**config.mk**
```make
export PLATFORM = sky130hd
export DESIGN_NAME = sync_serial_master
export DESIGN_NICKNAME = d
export VERILOG_FILES = /design/src/rtl/sync_serial_master.sv
export SDC_FILE = /design/constraint.sdc
export NUM_CORES = 1
export LEC_CHECK = 0
export ABC_AREA = 1
export CORE_ASPECT_RATIO = 0.5
export CORE_UTILIZATION = 55
export DETAILED_ROUTE_END_ITERATION = 12
export PLACE_DENSITY = 0.83
export SYNTH_ARGS = -nofsm -noshare
export SYNTH_HDL_FRONTEND = slang
export SYNTH_SLANG_ARGS = --single-unit
```
**constraint.sdc**
```tcl
create_clock -name clk -period 2.8 [get_ports clk]
set_input_delay 0.7 -clock clk [delete_from_list [all_inputs] [get_ports clk]]
set_output_delay 0.7 -clock clk [all_outputs]
set_load 0.02 [all_outputs]
```
**src/rtl/sync_serial_master.sv**
```systemverilog
`timescale 1ns/1ps
module sync_serial_master (
  input  logic        clk,
  input  logic        rst_n,
  input  logic [1:0]  bus_addr,
  input  logic        bus_wr,
  input  logic        bus_rd,
  input  logic [15:0] bus_wdata,
  output logic [15:0] bus_rdata,
  output logic        sclk,
  input  logic        sdi,
  output logic        sdo
);
  logic       te, re;
  logic [6:0] hfield;
  logic [7:0] tdr, rdr, sh;
  logic       pend, busy, tx_act, rx_act, sclk_q, sdo_q;
  logic       tend, rdrf, orer, orer_seen, rx_req;
  logic [2:0] bits;
  logic [7:0] cnt, half;

  wire [1:0] en     = {te, re};
  wire [1:0] new_en = bus_wdata[15:14];
  wire w_ctrl = bus_wr && bus_addr == 2'd0;
  wire w_stat = bus_wr && bus_addr == 2'd1;
  wire w_tdr  = bus_wr && bus_addr == 2'd2;
  wire r_stat = bus_rd && bus_addr == 2'd1;
  wire r_rdr  = bus_rd && bus_addr == 2'd3;
  wire mode_ok = (en == 2'b00) || (new_en == 2'b00) || (new_en == en);
  wire tdr_ok  = w_tdr && te;
  wire flags_clr = !tend && !rdrf && !orer;
  wire rx_on_req = w_ctrl && en == 2'b00 && new_en == 2'b01 && flags_clr;

  assign half = (hfield == 7'd0) ? 8'd128 : (hfield == 7'd1) ? 8'd2 : {1'b0, hfield};

  wire start_tx = !busy && pend && te && !orer;
  wire start_rx = !busy && !start_tx && rx_req && re && !te && !orer;
  wire tick     = busy && cnt == half - 8'd1;
  wire done     = tick && !sclk_q && bits == 3'd7;
  wire [7:0] rx_byte = {sh[6:0], sdi};

  assign sclk = sclk_q;
  assign sdo  = sdo_q;

  always_comb begin
    case (bus_addr)
      2'd0:    bus_rdata = {te, re, 7'd0, hfield};
      2'd1:    bus_rdata = {13'd0, tend, rdrf, orer};
      2'd2:    bus_rdata = {8'd0, tdr};
      default: bus_rdata = {8'd0, rdr};
    endcase
  end

  always_ff @(posedge clk or negedge rst_n) begin
    if (!rst_n) begin
      te <= 1'b0; re <= 1'b0; hfield <= 7'd0;
    end else if (w_ctrl) begin
      hfield <= bus_wdata[6:0];
      if (mode_ok) {te, re} <= new_en;
    end
  end

  always_ff @(posedge clk or negedge rst_n) begin
    if (!rst_n) begin
      tdr <= 8'd0; pend <= 1'b0;
    end else begin
      if (tdr_ok) tdr <= bus_wdata[7:0];
      if (tdr_ok) pend <= 1'b1;
      else if (start_tx || !te) pend <= 1'b0;
    end
  end

  always_ff @(posedge clk or negedge rst_n) begin
    if (!rst_n) rx_req <= 1'b0;
    else if (start_rx) rx_req <= 1'b0;
    else if (rx_on_req) rx_req <= 1'b1;
    else if (r_rdr && re && !te) rx_req <= 1'b1;
    else if (!re || te) rx_req <= 1'b0;
  end

  always_ff @(posedge clk or negedge rst_n) begin
    if (!rst_n) begin
      busy <= 1'b0; cnt <= 8'd0; bits <= 3'd0; sh <= 8'd0;
      sclk_q <= 1'b1; sdo_q <= 1'b1; tx_act <= 1'b0; rx_act <= 1'b0;
    end else if (start_tx || start_rx) begin
      busy <= 1'b1; cnt <= 8'd0; bits <= 3'd0; sclk_q <= 1'b1;
      sh <= start_tx ? tdr : 8'hFF;
      tx_act <= start_tx;
      rx_act <= start_tx ? re : 1'b1;
    end else if (busy) begin
      if (tick) begin
        cnt <= 8'd0;
        if (sclk_q) begin
          sclk_q <= 1'b0;
          sdo_q  <= tx_act ? sh[7] : 1'b1;
        end else begin
          sclk_q <= 1'b1;
          sh     <= rx_byte;
          bits   <= bits + 3'd1;
          if (bits == 3'd7) busy <= 1'b0;
        end
      end else begin
        cnt <= cnt + 8'd1;
      end
    end
  end

  always_ff @(posedge clk or negedge rst_n) begin
    if (!rst_n) begin
      tend <= 1'b0; rdrf <= 1'b0; orer <= 1'b0; orer_seen <= 1'b0; rdr <= 8'd0;
    end else begin
      if (tdr_ok) tend <= 1'b0;
      else if (done && tx_act && !pend) tend <= 1'b1;
      else if (w_stat && !bus_wdata[2]) tend <= 1'b0;

      if (done && rx_act && !rdrf) begin
        rdrf <= 1'b1;
        rdr  <= rx_byte;
      end else if (r_rdr || (w_stat && !bus_wdata[1])) rdrf <= 1'b0;

      if (done && rx_act && rdrf) orer <= 1'b1;
      else if (w_stat && !bus_wdata[0] && orer_seen) orer <= 1'b0;

      if (!orer) orer_seen <= 1'b0;
      else if (r_stat) orer_seen <= 1'b1;
    end
  end

  AST_SCLK_IDLE_HIGH: assert property (@(posedge clk) disable iff (!rst_n)
    !busy |-> sclk_q);
  AST_MODE_HOLD: assert property (@(posedge clk) disable iff (!rst_n)
    (w_ctrl && !mode_ok) |=> en == $past(en));
  AST_TEND_CLEAR: assert property (@(posedge clk) disable iff (!rst_n)
    tdr_ok |=> !tend);
  AST_RDRF_READ_CLEAR: assert property (@(posedge clk) disable iff (!rst_n)
    (r_rdr && !done) |=> !rdrf);
  AST_OVERRUN_KEEPS_DATA: assert property (@(posedge clk) disable iff (!rst_n)
    $rose(orer) |-> $stable(rdr));
  AST_OVERRUN_FREEZE: assert property (@(posedge clk) disable iff (!rst_n)
    (orer && !busy) |=> !busy);
endmodule

```
Yosys cells after proc, flatten, opt, wreduce, memory -nomap -nowiden
Cells that the tools add are included.
- add/sub/neg operators: 3
- equality and inequality tests: 10
- multiplexer cells: 41
- bitwise gates (word level): 1
- reduce and logical (&&, ||, !) cells: 66
- operator list (operator ; count):
    $mux 8 ; 9
    $pmux 16 s3 ; 1
    $logic_and 1x1->1 ; 33
    $mux 1 ; 26
    $logic_not 1->1 ; 12
    $mux 3 ; 4
    $reduce_bool 2->1 ; 5
    $add 8x1->8 const B ; 1
    $eq 8x8->1 ; 1
    $sub 8x1->8 const B ; 1
    $eq 7x1->1 const B ; 1
    $logic_not 7->1 ; 1
    $mux 7 ; 1
    $logic_not 2->1 ; 3
    $logic_or 1x1->1 ; 6
    $eq 2x1->1 const B ; 2
    $eq 2x2->1 const B ; 2
    $ne 2x1->1 const B ; 2
    $reduce_and 2->1 ; 2
    $reduce_and 4->1 ; 1
    $reduce_bool 4->1 ; 1
    $add 3x1->3 const B ; 1
    $eq 3x3->1 const B ; 1
    $reduce_and 3->1 ; 1
    other kinds (3) ; 3
- register bits after elaboration: 55
- output and inout port bits: 18
- word-level logic and storage cells: 140

Logic depth before layout (Yosys ltp)
Gate-level depths: netlist of run 1.
- word-level depth: 13
- depth in mapped cells: 17

Worst setup path before layout of run 1
OpenSTA, ideal clock, no wires.
- kind: in2out
- start point: input bus_addr[0]
- end point: output bus_rdata[0]
- data arrival time: 1456 ps
- required time: 2100 ps
- setup slack: 644 ps
- cell stages on the path: 3
- path buffers: 0
- path through: nor2_1 -> clkinv_1 -> o2111ai_1
- cells in the longest elaborated chain, start to end: 2
- elaborated cells between the ends (all ways): 4
- RTL lines (element ; RTL line ; source):
    start, declared ; 5 ; input logic [1:0] bus_addr,
    $eq 2x2->1 (tied with other cells) ; 46 ; case (bus_addr)
    $pmux 16 s3 * ; 46 ;
    end, declared ; 9 ; output logic [15:0] bus_rdata,
Mark *: on every way between the ends. The rest lies on a longest branch, timed or not.

Final worst setup path of run 1
- start point: input bus_addr[0]
- end point: output bus_rdata[7]
Same word-level chain as after synthesis.

==> results of run 1 <==
[layout make-up]
cell class	count	area, sq um	area share [%]
Clock inverter	2	35.0	0.967
Sequential cell	55	1380	38.1
Tap cell	70	87.6	2.42
Clock buffer	6	139	3.83
Inverter	45	173	4.77
Multi-Input combinational cell	286	1490	41.1
Timing Repair Buffer	40	319	8.81
[critical path, delay by kind of cell]
kind | cells | cell delay (ns)
compound gates | 1 | 0.23
buf+inv | 4 | 1.03
simple gates | 1 | 0.07
[flip-flops by register name, indices dropped and copies added, names as in the netlist, 3 cells and up]
name / flops
cnt: 8
rdr: 8
sh: 8
tdr: 8
hfield: 7
bits: 3
[stage by stage]
| step | cells | TNS, ns | hold slack [ns] | setup WS (ns) | power [mW] |
|---|---|---|---|---|---|
| floorplan | 399 | 0 | 0.404 | 0.644 | 1.72 |
| global route | 504 | 0 | 0.507 | 0.0162 | 2.88 |
| global placement | 496 | -2.61 | 0.461 | -0.287 | 1.95 |
| CTS | 504 | 0 | 0.483 | 0.0218 | 2.72 |
| finish | 504 | 0 | 0.483 | 0.0684 | 2.71 |
| detailed placement | 496 | -3.09 | 0.463 | -0.339 | 2.00 |
[routing by layer]
metal	up-vias	track usage, %	wire, microns
met2	89	44.5	3600
met1	1357	39.5	3590
met4	0	8.49	87
li1	1338	-	-
met3	13	7.08	512
met5	-	0	0
[what timing repair did]
action,4_1_cts,5_1_grt
gates resized for setup,12,18
pin swaps,0,0
endpoints found under the setup margin,10,9
[power breakdown]
part,internal (mW),switching [mW]
clock,0.445,0.286
combinational,0.295,0.479
sequential,0.985,0.222
total,1.73,0.987
[cells by family (layout without fill, tap and decap cells)]
family          Yosys count  count (layout)
other cells               1               6
buf+inv                  58              93
compound gates           54              54
xor+xnor                  9               9
simple gates            211             211
flops                    55              55
fa+ha+maj                 6               6
[placed cells by master, fill, tap and decap left out, types with 10 or more instances in the layout]
cell and n:
sky130_fd_sc_hd__nand2_1 125, sky130_fd_sc_hd__dfrtp_1 53, sky130_fd_sc_hd__inv_1 36, sky130_fd_sc_hd__nor2_1 32, sky130_fd_sc_hd__nand3_1 19, sky130_fd_sc_hd__o21ai_0 18, sky130_fd_sc_hd__clkdlybuf4s50_1 17, sky130_fd_sc_hd__buf_4 12
sky130_fd_sc_hd__o21ai_2 11, sky130_fd_sc_hd__o22ai_1 10
[worst paths after layout]
check | from | to | slack, ns | depth (start not counted)
setup / recovery | bus_addr[0] | bus_rdata[7] | 0.07 | 6
hold / removal | rdr[2] | rdr[2] | 0.48 | 2
setup reg to reg | hfield[0] | sh[1] | 0.38 | 15
hold reg to reg | rdr[2] | rdr[2] | 0.48 | 2
max in group asynchronous | rst_n | cnt[2] | 1.81 | 2
min in group asynchronous | rst_n | sh[6] | 0.52 | 2
==> impl_table.tex, run 1 <==
\begin{tabular}{lr}
\hline
Metric & Value \\
\hline
\multicolumn{2}{l}{\textbf{Outcome}} \\
\quad Status & finished, final reports clean \\
\multicolumn{2}{l}{\textbf{Yosys}} \\
\quad Mapped cell area & between 3000 and 4000 sq um \\
\quad Number of distinct standard cells referenced by the synthesized netlist & 39 \\
\quad Top\_reg\_cell synth & sky130\_fd\_sc\_hd\_\_dfrtp\_1 \\
\quad XOR/XNOR Fraction of Synth Area & 2.77\% \\
\quad Top cell type's share of synthesized area & 42.6\% \\
\quad Cell with the most instances after synthesis & sky130\_fd\_sc\_hd\_\_nand2\_1 \\
\quad Leading post-synthesis cells by instance count & 125 x sky130\_fd\_sc\_hd\_\_nand2\_1, 53 x sky130\_fd\_sc\_hd\_\_dfrtp\_1, 36 x sky130\_fd\_sc\_hd\_\_inv\_1 \\
\quad Mean instance size in the synthesized netlist & 7.90 sq um \\
\quad Number of warnings issued by yosys & 0 \\
\quad Synthesized-area fraction occupied by ao, oa, aoi and oai cells & 11.5\% \\
\quad Synth Instances & slightly below 400 \\
\quad Adder and majority cell fraction of the synthesized area & 2.41\% \\
\quad Async set-or-reset flop fraction in the synthesized netlist & 100\% \\
\quad Total of flip-flops plus latches after synthesis & 55 \\
\quad Multiplexer fraction of the synthesized cell area & 0\% \\
\quad Cell types occupying the most area after synthesis & sky130\_fd\_sc\_hd\_\_dfrtp\_1 43\%, sky130\_fd\_sc\_hd\_\_nand2\_1 15\%, sky130\_fd\_sc\_hd\_\_inv\_1 4.3\% \\
\quad EDFF count, synth & 0 \\
\quad Dominant combinational cell family by area after synthesis & simple AND/OR/NAND/NOR gates \\
\quad Library cell with the largest summed area after synthesis & sky130\_fd\_sc\_hd\_\_dfrtp\_1 \\
\quad Post-Synth Simple-Gate Area & 30.4\% \\
\quad Share of the yosys chip area belonging to registers & 44.3\% \\
\multicolumn{2}{l}{\textbf{STA}} \\
\quad RSZ-0062 raised after global routing & no \\
\quad Share of the clock period used by the worst path & 97.6\% \\
\quad Final hold vios & 0 \\
\quad Number of pins with negative max-slew slack in the final report & 0 \\
\quad Final worst path period need & $\sim$2.7 ns \\
\quad Max Fclk & roughly 370 MHz \\
\quad Relative slew slack & between 50 and 60\% \\
\quad Measured slew at the worst slew-check pin & 0.694 ns \\
\quad Setup Viol. Count Final & 0 \\
\quad Setup skew after layout & 0.00390 ns \\
\multicolumn{2}{l}{\textbf{Power and ir drop}} \\
\quad Maximum ir drop on the vdd rail & 0.000449 V \\
\quad Ratio of total power to cell area & 749 nW/um\^{}2 \\
\quad Leakage power figure & about 1.8 nW \\
\multicolumn{2}{l}{\textbf{Global route}} \\
\quad Initial antenna violation count & 0 \\
\quad Maximum number of pins on one net before global-route repair & 56 \\
\quad First-pass GRT wire length & 13000 microns \\
\quad Via count of the first global-routing pass & 2732 \\
\quad Global-route usage over all layers & around 29\% \\
\quad Congestion Overflow GR & 0 \\
\multicolumn{2}{l}{\textbf{Finish}} \\
\quad Relative area change from synthesis to final layout & 16.3\% \\
\quad \# fillers & just over 400 \\
\quad Post-Route Utilization & 69.9\% \\
\quad Finished layout cell area & 3620 sq um \\
\quad Final net count & 462 \\
\quad Antenna diode count & 0 \\
\quad Share of post-route cells with drive strength above 1 & about 17\% \\
\multicolumn{2}{l}{\textbf{Worst setup path}} \\
\quad Worst Path Max Fanout & 9 \\
\quad Launching element type of the critical path & input port \\
\quad Cell chain of the critical path & clkdlybuf4s50\_1, buf\_4, nand2\_1, clkinv\_2, a22o\_1, dlygate4sd2\_1 \\
\quad Arr. time, crit path & around 2.0 ns \\
\quad Stage delay of the slowest cell on the critical path & between 0.4 and 0.5 ns \\
\quad Type of the setup path with the least slack & input port to output pin \\
\quad Crit path capture type & output pin \\
\quad Data required, critical path & about 2.1 ns \\
\quad Slowest stage cell on the critical path & sky130\_fd\_sc\_hd\_\_clkdlybuf4s50\_1 \\
\multicolumn{2}{l}{\textbf{Floorplan}} \\
\quad I/O pin total & 41 \\
\quad Core Region & 5180 sq um \\
\quad Die extent in y & roughly 55 microns \\
\quad Die Span X & 108 microns \\
\quad Count of standard-cell rows & 18 \\
\quad Total die area & 5990 sq um \\
\quad Initial core utilization & between 60\% and 70\% \\
\multicolumn{2}{l}{\textbf{Drt}} \\
\quad Avg Vias per Cell & approximately 5.5 \\
\quad Aggregate routed wire length & 7790 microns \\
\quad Average wire per cell in the routed design & roughly 15 microns \\
\quad 1st-iter DRT viols & between 150 and 200 \\
\quad Detail Route Antenna Nets & 0 \\
\quad Detailed-route via count & 2797 \\
\quad Drt first pass iters & 5 \\
\quad \# DRC & 0 \\
\multicolumn{2}{l}{\textbf{Clock network}} \\
\quad Number of sinks driven by the clock tree & 55 \\
\quad Cts bufs inserted & 5 \\
\quad Clock-pin slew of the registers on the worst-case setup and hold paths & 0.07 ns \\
\quad Clock tree from TritonCTS & done \\
\quad Number of hold buffers added after CTS & 0 \\
\quad Cell at the root of the clock tree & sky130\_fd\_sc\_hd\_\_clkbuf\_16 \\
\quad Total number of H-tree levels & 2 \\
\quad Max Buffers Root-to-Sink & 2 \\
\quad Clock insertion delay at the later pin of the skew report & 0.30 ns \\
\quad Buffer count from post-CTS setup fixing & 0 \\
\multicolumn{2}{l}{\textbf{Placement}} \\
\quad HPWL Detailed & 5690 microns \\
\quad Final Wtd Congestion & 0.918 \\
\quad Area after detailed placement & 3490 sq um \\
\quad IO buf count & 28 \\
\multicolumn{2}{l}{\textbf{Flow run}} \\
\quad Count of max-cap constraint violations & 0 \\
\multicolumn{2}{l}{\textbf{Worst hold path}} \\
\quad Worst min-delay path category & flop to flop \\
\hline
\end{tabular}
Note: power is estimated with default switching activity, not from simulation.
==> inputs of run 2 (changes only) <==
--- a/config.mk
+++ b/config.mk
@@ -8,6 +8,7 @@
 export ABC_AREA = 1
 export CORE_ASPECT_RATIO = 0.5
 export CORE_UTILIZATION = 55
+export CTS_CLUSTER_SIZE = 8
 export DETAILED_ROUTE_END_ITERATION = 12
 export PLACE_DENSITY = 0.83
 export SYNTH_ARGS = -nofsm -noshare
==> results of run 2 <==
The final DEF is identical to that of run 1; final timing and power are the same.
==> inputs of run 3 (changes only) <==
--- a/config.mk
+++ b/config.mk
@@ -11,6 +11,7 @@
 export CTS_CLUSTER_SIZE = 8
 export DETAILED_ROUTE_END_ITERATION = 12
 export PLACE_DENSITY = 0.83
+export SLEW_MARGIN = 15
 export SYNTH_ARGS = -nofsm -noshare
 export SYNTH_HDL_FRONTEND = slang
 export SYNTH_SLANG_ARGS = --single-unit
==> results of run 3 <==
The final DEF is identical to that of run 1; final timing and power are the same.
